==> config.mk <==
export PLATFORM = sky130hd
export DESIGN_NAME = led_line_streamer
export DESIGN_NICKNAME = d
export VERILOG_FILES = /design/src/rtl/lls_pkg.sv /design/src/rtl/lls_bit_timer.sv /design/src/rtl/lls_serializer.sv /design/src/rtl/lls_fire_seq.sv /design/src/rtl/led_line_streamer.sv
export SDC_FILE = /design/constraint.sdc
export NUM_CORES = 1
export LEC_CHECK = 0
export CORE_ASPECT_RATIO = 0.75
export CORE_MARGIN = 10
export CORE_UTILIZATION = 50
export DETAILED_ROUTE_END_ITERATION = 7
export PLACE_DENSITY = 0.75
export SYNTH_ARGS = -nofsm -noshare
export SYNTH_HDL_FRONTEND = slang
export SYNTH_SLANG_ARGS = --single-unit
==> constraint.sdc <==
create_clock -name clk_i -period 5.15 [get_ports clk_i]
set_clock_uncertainty 0.15 [all_clocks]
set_input_delay 0.515 -clock clk_i [delete_from_list [all_inputs] [get_ports clk_i]]
set_output_delay 0.515 -clock clk_i [all_outputs]
set_load 0.005 [all_outputs]
==> src/rtl/lls_pkg.sv <==
package lls_pkg;
  localparam int BYTE_W = 8;
  localparam int GROUPS = 4;

  typedef enum logic [1:0] {
    ST_IDLE,
    ST_ARMED,
    ST_LINE
  } line_state_e;

  typedef enum logic [1:0] {
    FI_IDLE,
    FI_LATCH,
    FI_ON,
    FI_GAP
  } fire_state_e;
endpackage

==> src/rtl/lls_bit_timer.sv <==
module lls_bit_timer #(
  parameter int HALF_DIV = 5
) (
  input  logic clk_i,
  input  logic rst_ni,
  input  logic run_i,
  output logic clk_lvl_o,
  output logic bit_end_o
);
  localparam int PH_W = (2 * HALF_DIV > 1) ? $clog2(2 * HALF_DIV) : 1;
  localparam logic [PH_W-1:0] PH_LAST = PH_W'(2 * HALF_DIV - 1);
  localparam logic [PH_W-1:0] PH_HIGH = PH_W'(HALF_DIV);

  logic [PH_W-1:0] phase_q;

  assign clk_lvl_o = run_i && (phase_q >= PH_HIGH);
  assign bit_end_o = run_i && (phase_q == PH_LAST);

  always_ff @(posedge clk_i or negedge rst_ni) begin
    if (!rst_ni) phase_q <= '0;
    else if (run_i) phase_q <= (phase_q == PH_LAST) ? '0 : phase_q + 1'b1;
  end

  // a bit period closes in the high half of the head clock
  a_r1_end_in_high: assert property (@(posedge clk_i) disable iff (!rst_ni)
    bit_end_o |-> clk_lvl_o);
endmodule

==> src/rtl/lls_serializer.sv <==
module lls_serializer #(
  parameter int DOTS_FULL = 2560,
  parameter int DOTS_ALT  = 2496,
  parameter int HALF_DIV  = 5
) (
  input  logic                      clk_i,
  input  logic                      rst_ni,
  input  logic                      start_i,
  input  logic                      short_i,
  input  logic [lls_pkg::BYTE_W-1:0] byte_data_i,
  input  logic                      byte_valid_i,
  output logic                      byte_ready_o,
  output logic                      head_clk_o,
  output logic                      head_data_o,
  output logic                      underrun_o,
  output logic                      done_o
);
  localparam int BW    = lls_pkg::BYTE_W;
  localparam int DOT_W = $clog2(DOTS_FULL + 1);
  localparam int LFT_W = $clog2(BW + 1);

  logic             active_q;
  logic [BW-1:0]    sreg_q;
  logic [LFT_W-1:0] left_q;
  logic [DOT_W-1:0] dots_q;
  logic             run, bit_end;

  assign run = active_q && (left_q != '0);

  lls_bit_timer #(.HALF_DIV(HALF_DIV)) u_timer (
    .clk_i     (clk_i),
    .rst_ni    (rst_ni),
    .run_i     (run),
    .clk_lvl_o (head_clk_o),
    .bit_end_o (bit_end)
  );

  assign byte_ready_o = active_q && (left_q == '0);
  assign underrun_o   = byte_ready_o && !byte_valid_i;
  assign done_o       = bit_end && (dots_q == DOT_W'(1));
  assign head_data_o  = run && sreg_q[BW-1];

  always_ff @(posedge clk_i or negedge rst_ni) begin
    if (!rst_ni) begin
      active_q <= 1'b0;
      sreg_q   <= '0;
      left_q   <= '0;
      dots_q   <= '0;
    end else if (start_i) begin
      active_q <= 1'b1;
      left_q   <= '0;
      dots_q   <= short_i ? DOT_W'(DOTS_ALT) : DOT_W'(DOTS_FULL);
    end else if (byte_ready_o && byte_valid_i) begin
      sreg_q <= byte_data_i;
      left_q <= LFT_W'(BW);
    end else if (bit_end) begin
      sreg_q <= {sreg_q[BW-2:0], 1'b0};
      left_q <= left_q - 1'b1;
      dots_q <= dots_q - 1'b1;
      if (dots_q == DOT_W'(1)) active_q <= 1'b0;
    end
  end

  // no head clock while waiting for a byte
  a_r6_ready_no_clock: assert property (@(posedge clk_i) disable iff (!rst_ni)
    byte_ready_o |-> !head_clk_o);
  // a handshake satisfies the request
  a_r6_load_fills: assert property (@(posedge clk_i) disable iff (!rst_ni)
    (byte_ready_o && byte_valid_i) |=> !byte_ready_o);
  // data held while head clock is high
  a_r1_data_stable: assert property (@(posedge clk_i) disable iff (!rst_ni)
    (head_clk_o && $past(head_clk_o)) |-> $stable(head_data_o));
endmodule

==> src/rtl/lls_fire_seq.sv <==
module lls_fire_seq #(
  parameter int LATCH_CYC = 10,
  parameter int STB_GAP   = 10,
  parameter int SW_W      = 12
) (
  input  logic                       clk_i,
  input  logic                       rst_ni,
  input  logic                       start_i,
  input  logic [SW_W-1:0]            width_i,
  output logic                       latch_o,
  output logic [lls_pkg::GROUPS-1:0] strobe_no,
  output logic                       done_o
);
  import lls_pkg::*;
  localparam int LW    = $clog2(LATCH_CYC + 1);
  localparam int GW    = $clog2(STB_GAP + 1);
  localparam int MW    = (LW > GW) ? LW : GW;
  localparam int CNT_W = (SW_W > MW) ? SW_W : MW;
  localparam int GRP_W = $clog2(GROUPS);

  fire_state_e      st_q;
  logic [CNT_W-1:0] cnt_q;
  logic [GRP_W-1:0] grp_q;
  logic             on;

  assign latch_o = (st_q == FI_LATCH);
  assign on      = (st_q == FI_ON);
  assign done_o  = (st_q == FI_GAP) && (cnt_q == CNT_W'(STB_GAP - 1)) &&
                   (grp_q == GRP_W'(GROUPS - 1));

  for (genvar g = 0; g < GROUPS; g++) begin : g_stb
    assign strobe_no[g] = !(on && (grp_q == GRP_W'(g)));
  end

  always_ff @(posedge clk_i or negedge rst_ni) begin
    if (!rst_ni) begin
      st_q  <= FI_IDLE;
      cnt_q <= '0;
      grp_q <= '0;
    end else begin
      unique case (st_q)
        FI_IDLE: if (start_i) begin
          st_q  <= FI_LATCH;
          cnt_q <= '0;
        end
        FI_LATCH: begin
          if (cnt_q == CNT_W'(LATCH_CYC - 1)) begin
            st_q  <= FI_ON;
            cnt_q <= '0;
            grp_q <= '0;
          end else cnt_q <= cnt_q + 1'b1;
        end
        FI_ON: begin
          if (cnt_q == CNT_W'(width_i)) begin
            st_q  <= FI_GAP;
            cnt_q <= '0;
          end else cnt_q <= cnt_q + 1'b1;
        end
        FI_GAP: begin
          if (cnt_q == CNT_W'(STB_GAP - 1)) begin
            cnt_q <= '0;
            if (grp_q == GRP_W'(GROUPS - 1)) st_q <= FI_IDLE;
            else begin
              grp_q <= grp_q + 1'b1;
              st_q  <= FI_ON;
            end
          end else cnt_q <= cnt_q + 1'b1;
        end
        default: st_q <= FI_IDLE;
      endcase
    end
  end

  // never two strobes at once
  a_r4_single_strobe: assert property (@(posedge clk_i) disable iff (!rst_ni)
    $onehot0(~strobe_no));
  // latch and strobes never overlap
  a_r3_latch_quiet: assert property (@(posedge clk_i) disable iff (!rst_ni)
    latch_o |-> (&strobe_no));
  // first quarter fires right after the latch
  a_r4_first_after_latch: assert property (@(posedge clk_i) disable iff (!rst_ni)
    $fell(latch_o) |-> !strobe_no[0]);
endmodule

==> src/rtl/led_line_streamer.sv <==
module led_line_streamer #(
  parameter int DOTS_FULL = 2560,
  parameter int DOTS_ALT  = 2496,
  parameter int HALF_DIV  = 5,
  parameter int LATCH_CYC = 10,
  parameter int STB_GAP   = 10,
  parameter int SW_W      = 12
) (
  input  logic            clk_i,
  input  logic            rst_ni,
  input  logic            page_sync_i,
  input  logic            line_sync_i,
  input  logic            short_line_i,
  input  logic [SW_W-1:0] strobe_width_i,
  input  logic [7:0]      byte_data_i,
  input  logic            byte_valid_i,
  output logic            byte_ready_o,
  output logic            head_clk_o,
  output logic            head_data_o,
  output logic            head_latch_o,
  output logic [3:0]      head_strobe_no,
  output logic            busy_o,
  output logic            underrun_o,
  output logic            overrun_o
);
  import lls_pkg::*;

  line_state_e     st_q;
  logic [SW_W-1:0] width_q;
  logic            und_q, ovr_q;
  logic            line_go, ser_done, ser_und, fire_done, ovr_set;

  assign line_go = (st_q == ST_ARMED) && line_sync_i;
  assign ovr_set = (st_q == ST_LINE) && line_sync_i;
  assign busy_o     = (st_q == ST_LINE);
  assign underrun_o = und_q;
  assign overrun_o  = ovr_q;

  lls_serializer #(
    .DOTS_FULL (DOTS_FULL),
    .DOTS_ALT  (DOTS_ALT),
    .HALF_DIV  (HALF_DIV)
  ) u_ser (
    .clk_i        (clk_i),
    .rst_ni       (rst_ni),
    .start_i      (line_go),
    .short_i      (short_line_i),
    .byte_data_i  (byte_data_i),
    .byte_valid_i (byte_valid_i),
    .byte_ready_o (byte_ready_o),
    .head_clk_o   (head_clk_o),
    .head_data_o  (head_data_o),
    .underrun_o   (ser_und),
    .done_o       (ser_done)
  );

  lls_fire_seq #(
    .LATCH_CYC (LATCH_CYC),
    .STB_GAP   (STB_GAP),
    .SW_W      (SW_W)
  ) u_fire (
    .clk_i     (clk_i),
    .rst_ni    (rst_ni),
    .start_i   (ser_done),
    .width_i   (width_q),
    .latch_o   (head_latch_o),
    .strobe_no (head_strobe_no),
    .done_o    (fire_done)
  );

  always_ff @(posedge clk_i or negedge rst_ni) begin
    if (!rst_ni) begin
      st_q    <= ST_IDLE;
      width_q <= '0;
    end else begin
      unique case (st_q)
        ST_IDLE:  if (page_sync_i) st_q <= ST_ARMED;
        ST_ARMED: if (line_go) begin
          st_q    <= ST_LINE;
          width_q <= strobe_width_i;
        end
        ST_LINE:  if (fire_done) st_q <= ST_ARMED;
        default:  st_q <= ST_IDLE;
      endcase
    end
  end

  // sticky flags: a set in the same cycle as a page sync wins
  always_ff @(posedge clk_i or negedge rst_ni) begin
    if (!rst_ni) begin
      und_q <= 1'b0;
      ovr_q <= 1'b0;
    end else begin
      und_q <= ser_und || (und_q && !page_sync_i);
      ovr_q <= ovr_set || (ovr_q && !page_sync_i);
    end
  end

  // sync during a line is recorded
  a_r8_overrun_set: assert property (@(posedge clk_i) disable iff (!rst_ni)
    (busy_o && line_sync_i) |=> overrun_o);
  // overrun holds until page sync
  a_r8_overrun_sticky: assert property (@(posedge clk_i) disable iff (!rst_ni)
    (overrun_o && !page_sync_i) |=> overrun_o);
  // underrun holds until page sync
  a_r7_underrun_sticky: assert property (@(posedge clk_i) disable iff (!rst_ni)
    (underrun_o && !page_sync_i) |=> underrun_o);
  // a missing byte is recorded
  a_r7_underrun_set: assert property (@(posedge clk_i) disable iff (!rst_ni)
    (byte_ready_o && !byte_valid_i) |=> underrun_o);
  // nothing requested while not busy
  a_r5_idle_quiet: assert property (@(posedge clk_i) disable iff (!rst_ni)
    !busy_o |-> (!byte_ready_o && !head_clk_o && !head_latch_o));
endmodule

==> flow_summary.yaml <==
outcome:
  status: "complete, no violations"
global_routing:
  globalRouteTotalUtil: 0.1383
  grt-ovfl-total: 0
  antenna_found_initial: 0
  grt_max_degree: 62
  first_global_vias: 2463
  grt_pass1_wl_um: 11360
critical_path:
  arrival_ns: 2.83
  path_max_fanout: 15
  r2r_end: "u_ser.sreg_q[6]"
  start_kind: "flop"
  path_buf_inv: 2
  worst-r2r-cell-count: 8
  max_stage_delay_ns: 0.92
  cp_slowest_cell: "a21oi_1"
  r2r-start: "u_ser.left_q[0]"
  end_kind: "flop"
  crit_family: "compound AO/OA/AOI/OAI gates"
  critPathKind: "reg -> reg"
  worstPathRequired_ns: 5.16
  worstPathCellList: "inv_1, ha_1, nor3b_2, nand2_1, inv_1, nand2_1, a21oi_1, a21oi_1"
  rrSetupSlack_ns: 2.33
routing:
  drtIter0Drc: 145
  via_per_inst: 5.210
  detail_route.wl_per_cell_um: 14.10
  first_pass_iters: 4
  num_vias: 2412
  postRouteWirelength_um: 6526
  drc: 0
  postRouteAntennaNets: 0
final_layout:
  seqCellArea_mm2: 0.001526
  multiInputGateArea_mm2: 0.001565
  drive_above_1_share: 0.07330
  antennaDiodeCount: 0
  nets: 414
  area_delta_synth_final_pct: 18.08
  fillers: 551
floorplanning:
  die_area_mm2: 0.01006
  die_x_um: 112.5
  start_util: 0.5134
  core_area_mm2: 0.006256
  rows: 25
  io_pins: 37
  die_h_um: 89.41
power_and_ir_drop:
  ir_drop_uv: 218.4
  powerDensity_mw_per_mm2: 441.7
  p_leak_nw: 1.778
clock_tree:
  numCtsBuffers: 9
  cts-root-buf: "clkbuf_8"
  cts_htree_levels: 3
  cts_buffer_depth: 2
  clk_pin_slew_ns: 0.07
  cts_tree: "built"
  post-cts-setup-buffers: 0
  clock-sinks: 61
  clkLatencyLatePin_ns: 0.33
  cts_hold_buf: 0
  ctsResizeCount: 0
timing:
  slew_viol_final: 0
  setup_tns_ns: 0
  final-hold-violation-count: 0
  fmax_mhz: 354.4
  tightest_slew_ns: 0.9811
  whs_ns: 0.1830
  final.setup.worst_slack_ns: 2.328
  setup_viol: 0
  rsz0062_at_grt: "no"
  period_share: 0.5480
  worst_slew_margin_rel: 0.3459
  period_needed_ns: 2.822
place:
  place.port_buffers: 36
  place.gp.congestion: 0.8004
  place_ws_ns: 2.348
  dp_hpwl_um: 4738
yosys:
  yosys-top-cells-count: "nand2_1 (62), dfrtp_1 (61), nor2_1 (31)"
  syn_area_per_cell_um2: 9.447
  syn_nets: 376
  netlist_instances: 340
  seq_area_frac_synth: 0.4753
  synth-async-reset-ratio: 1.000
  syn-cell-area_mm2: 0.003212
  synth_edf_count: 0
  synth.largest_area_cell: "dfrtp_1"
  synth_ff_type: "dfrtp_1"
  yosysTopAreaCellShare: 0.4753
  ys_ff_latch: 61
  yosysUniqueCellTypes: 46
  synthTopCellsByArea: "dfrtp_1 (48%), nand2_1 (7.2%), xor2_1 (5.2%), ha_1 (3.9%), nor2_1 (3.6%)"
  synth.most_common_cell: "nand2_1"
  synth_warnings: 0
min_path:
  hold_path.class: "in -> async"
job:
  maxCapViolCount: 0
placed cells by master (no fill, tap or decap), types with 2 or more instances in the layout:
| cell type | synthesis | routed |
|---|---|---|
| nand3_1 | 9 | 9 |
| o21ai_0 | 16 | 16 |
| a21o_1 | 7 | 7 |
| nor3_1 | 5 | 5 |
| buf_4 | 1 | 3 |
| dfrtp_1 | 61 | 61 |
| o22ai_1 | 5 | 5 |
| inv_1 | 15 | 15 |
| nand2b_1 | 2 | 2 |
| xnor2_1 | 9 | 9 |
| clkinv_2 | 0 | 4 |
| nor3b_1 | 5 | 5 |
| or3_1 | 2 | 2 |
| and2_1 | 2 | 2 |
| nor2_1 | 31 | 31 |
| o2bb2ai_1 | 2 | 2 |
| nand2_1 | 62 | 62 |
| nor2b_1 | 5 | 5 |
| and3_1 | 4 | 4 |
| a21oi_1 | 16 | 16 |
| clkbuf_8 | 0 | 10 |
| clkdlybuf4s50_1 | 0 | 35 |
| nand3b_1 | 3 | 3 |
| and4b_1 | 2 | 2 |
| mux2i_1 | 8 | 8 |
| o21a_1 | 2 | 2 |
| ha_1 | 10 | 10 |
| xor2_1 | 19 | 19 |
| nor4_1 | 7 | 7 |
| nor4_2 | 2 | 2 |
| nor3b_2 | 2 | 2 |
registers in the layout, indices dropped and copies added (netlist names), 2 cells and up:
register and cells:
u_ser.left_q 4, u_fire.cnt_q 12, u_ser.sreg_q 8, st_q 2
u_ser.dots_q 12, u_ser.u_timer.phase_q 4, width_q 12, u_fire.st_q 2
u_fire.grp_q 2
kinds of logic after synthesis:
family | after synthesis | share of synthesized area
buffers and inverters | 27 | 0.03740
xor gates and xnor gates | 28 | 0.07636
AOI/OAI and AO/OA | 56 | 0.1087
DFF | 61 | 0.4753
and+or+nand+nor | 150 | 0.2384
adders and majority gates | 10 | 0.03896
muxes | 8 | 0.02493
routing by layer:
layer	vias up	global-route usage	routed length, um
li1	1227	-	-
met1	1119	0.1778	3105
met2	57	0.2150	2958
met3	9	0.04225	380
met4	0	0.05172	82
met5	-	0	0
worst reg2reg max path, stage by stage, from the launching register on:
cell     delay, ns
dfrtp_1       0.42
inv_1         0.10
ha_1          0.14
nor3b_2       0.23
nand2_1       0.11
inv_1         0.08
nand2_1       0.35
a21oi_1       0.93
a21oi_1       0.16
metrics by stage:
step                      instances  total power, mW  area, um2  utilization
after global placement          448            1.302       3627       0.5798
final                           463            1.675       3792       0.6062
after global routing            463            1.814       3792       0.6062
after floorplan                 340            1.137       3212            -
after detailed placement        448            1.328       3627       0.5798
after CTS                       463            1.698       3792       0.6062
power by group:
group	leakage [nW]	total [mW]	internal (mW)	switching [mW]
Combinational	0.921	0.572	0.283	0.289
Sequential	0.770	0.743	0.627	0.116
Clock	0.0877	0.360	0.181	0.179
Total	1.78	1.68	1.09	0.584
worst max path at each step:
stage | start | to | slack, ns | cells past startpoint
after CTS | u_ser.left_q[0] | u_ser.sreg_q[6] | 2.31 | 8
after global routing | u_ser.left_q[0] | u_ser.sreg_q[2] | 1.98 | 9
after global placement | byte_valid_i | u_ser.sreg_q[0] | 2.47 | 4
final | u_ser.left_q[0] | u_ser.sreg_q[6] | 2.33 | 8
after detailed placement | u_ser.left_q[0] | u_ser.sreg_q[6] | 2.35 | 8
after floorplan | u_ser.left_q[0] | u_fire.cnt_q[11] | 3.00 | 9
layout make-up:
class                           instances  share of cell area
Sequential cell                        61              0.4025
Inverter                               15             0.01485
Clock inverter                          5            0.007258
Multi-Input combinational cell        252              0.4127
Timing Repair Buffer                   39             0.09964
Tap cell                               81             0.02672
Clock buffer                           10             0.03629
Power figures use the tool's default switching activity.
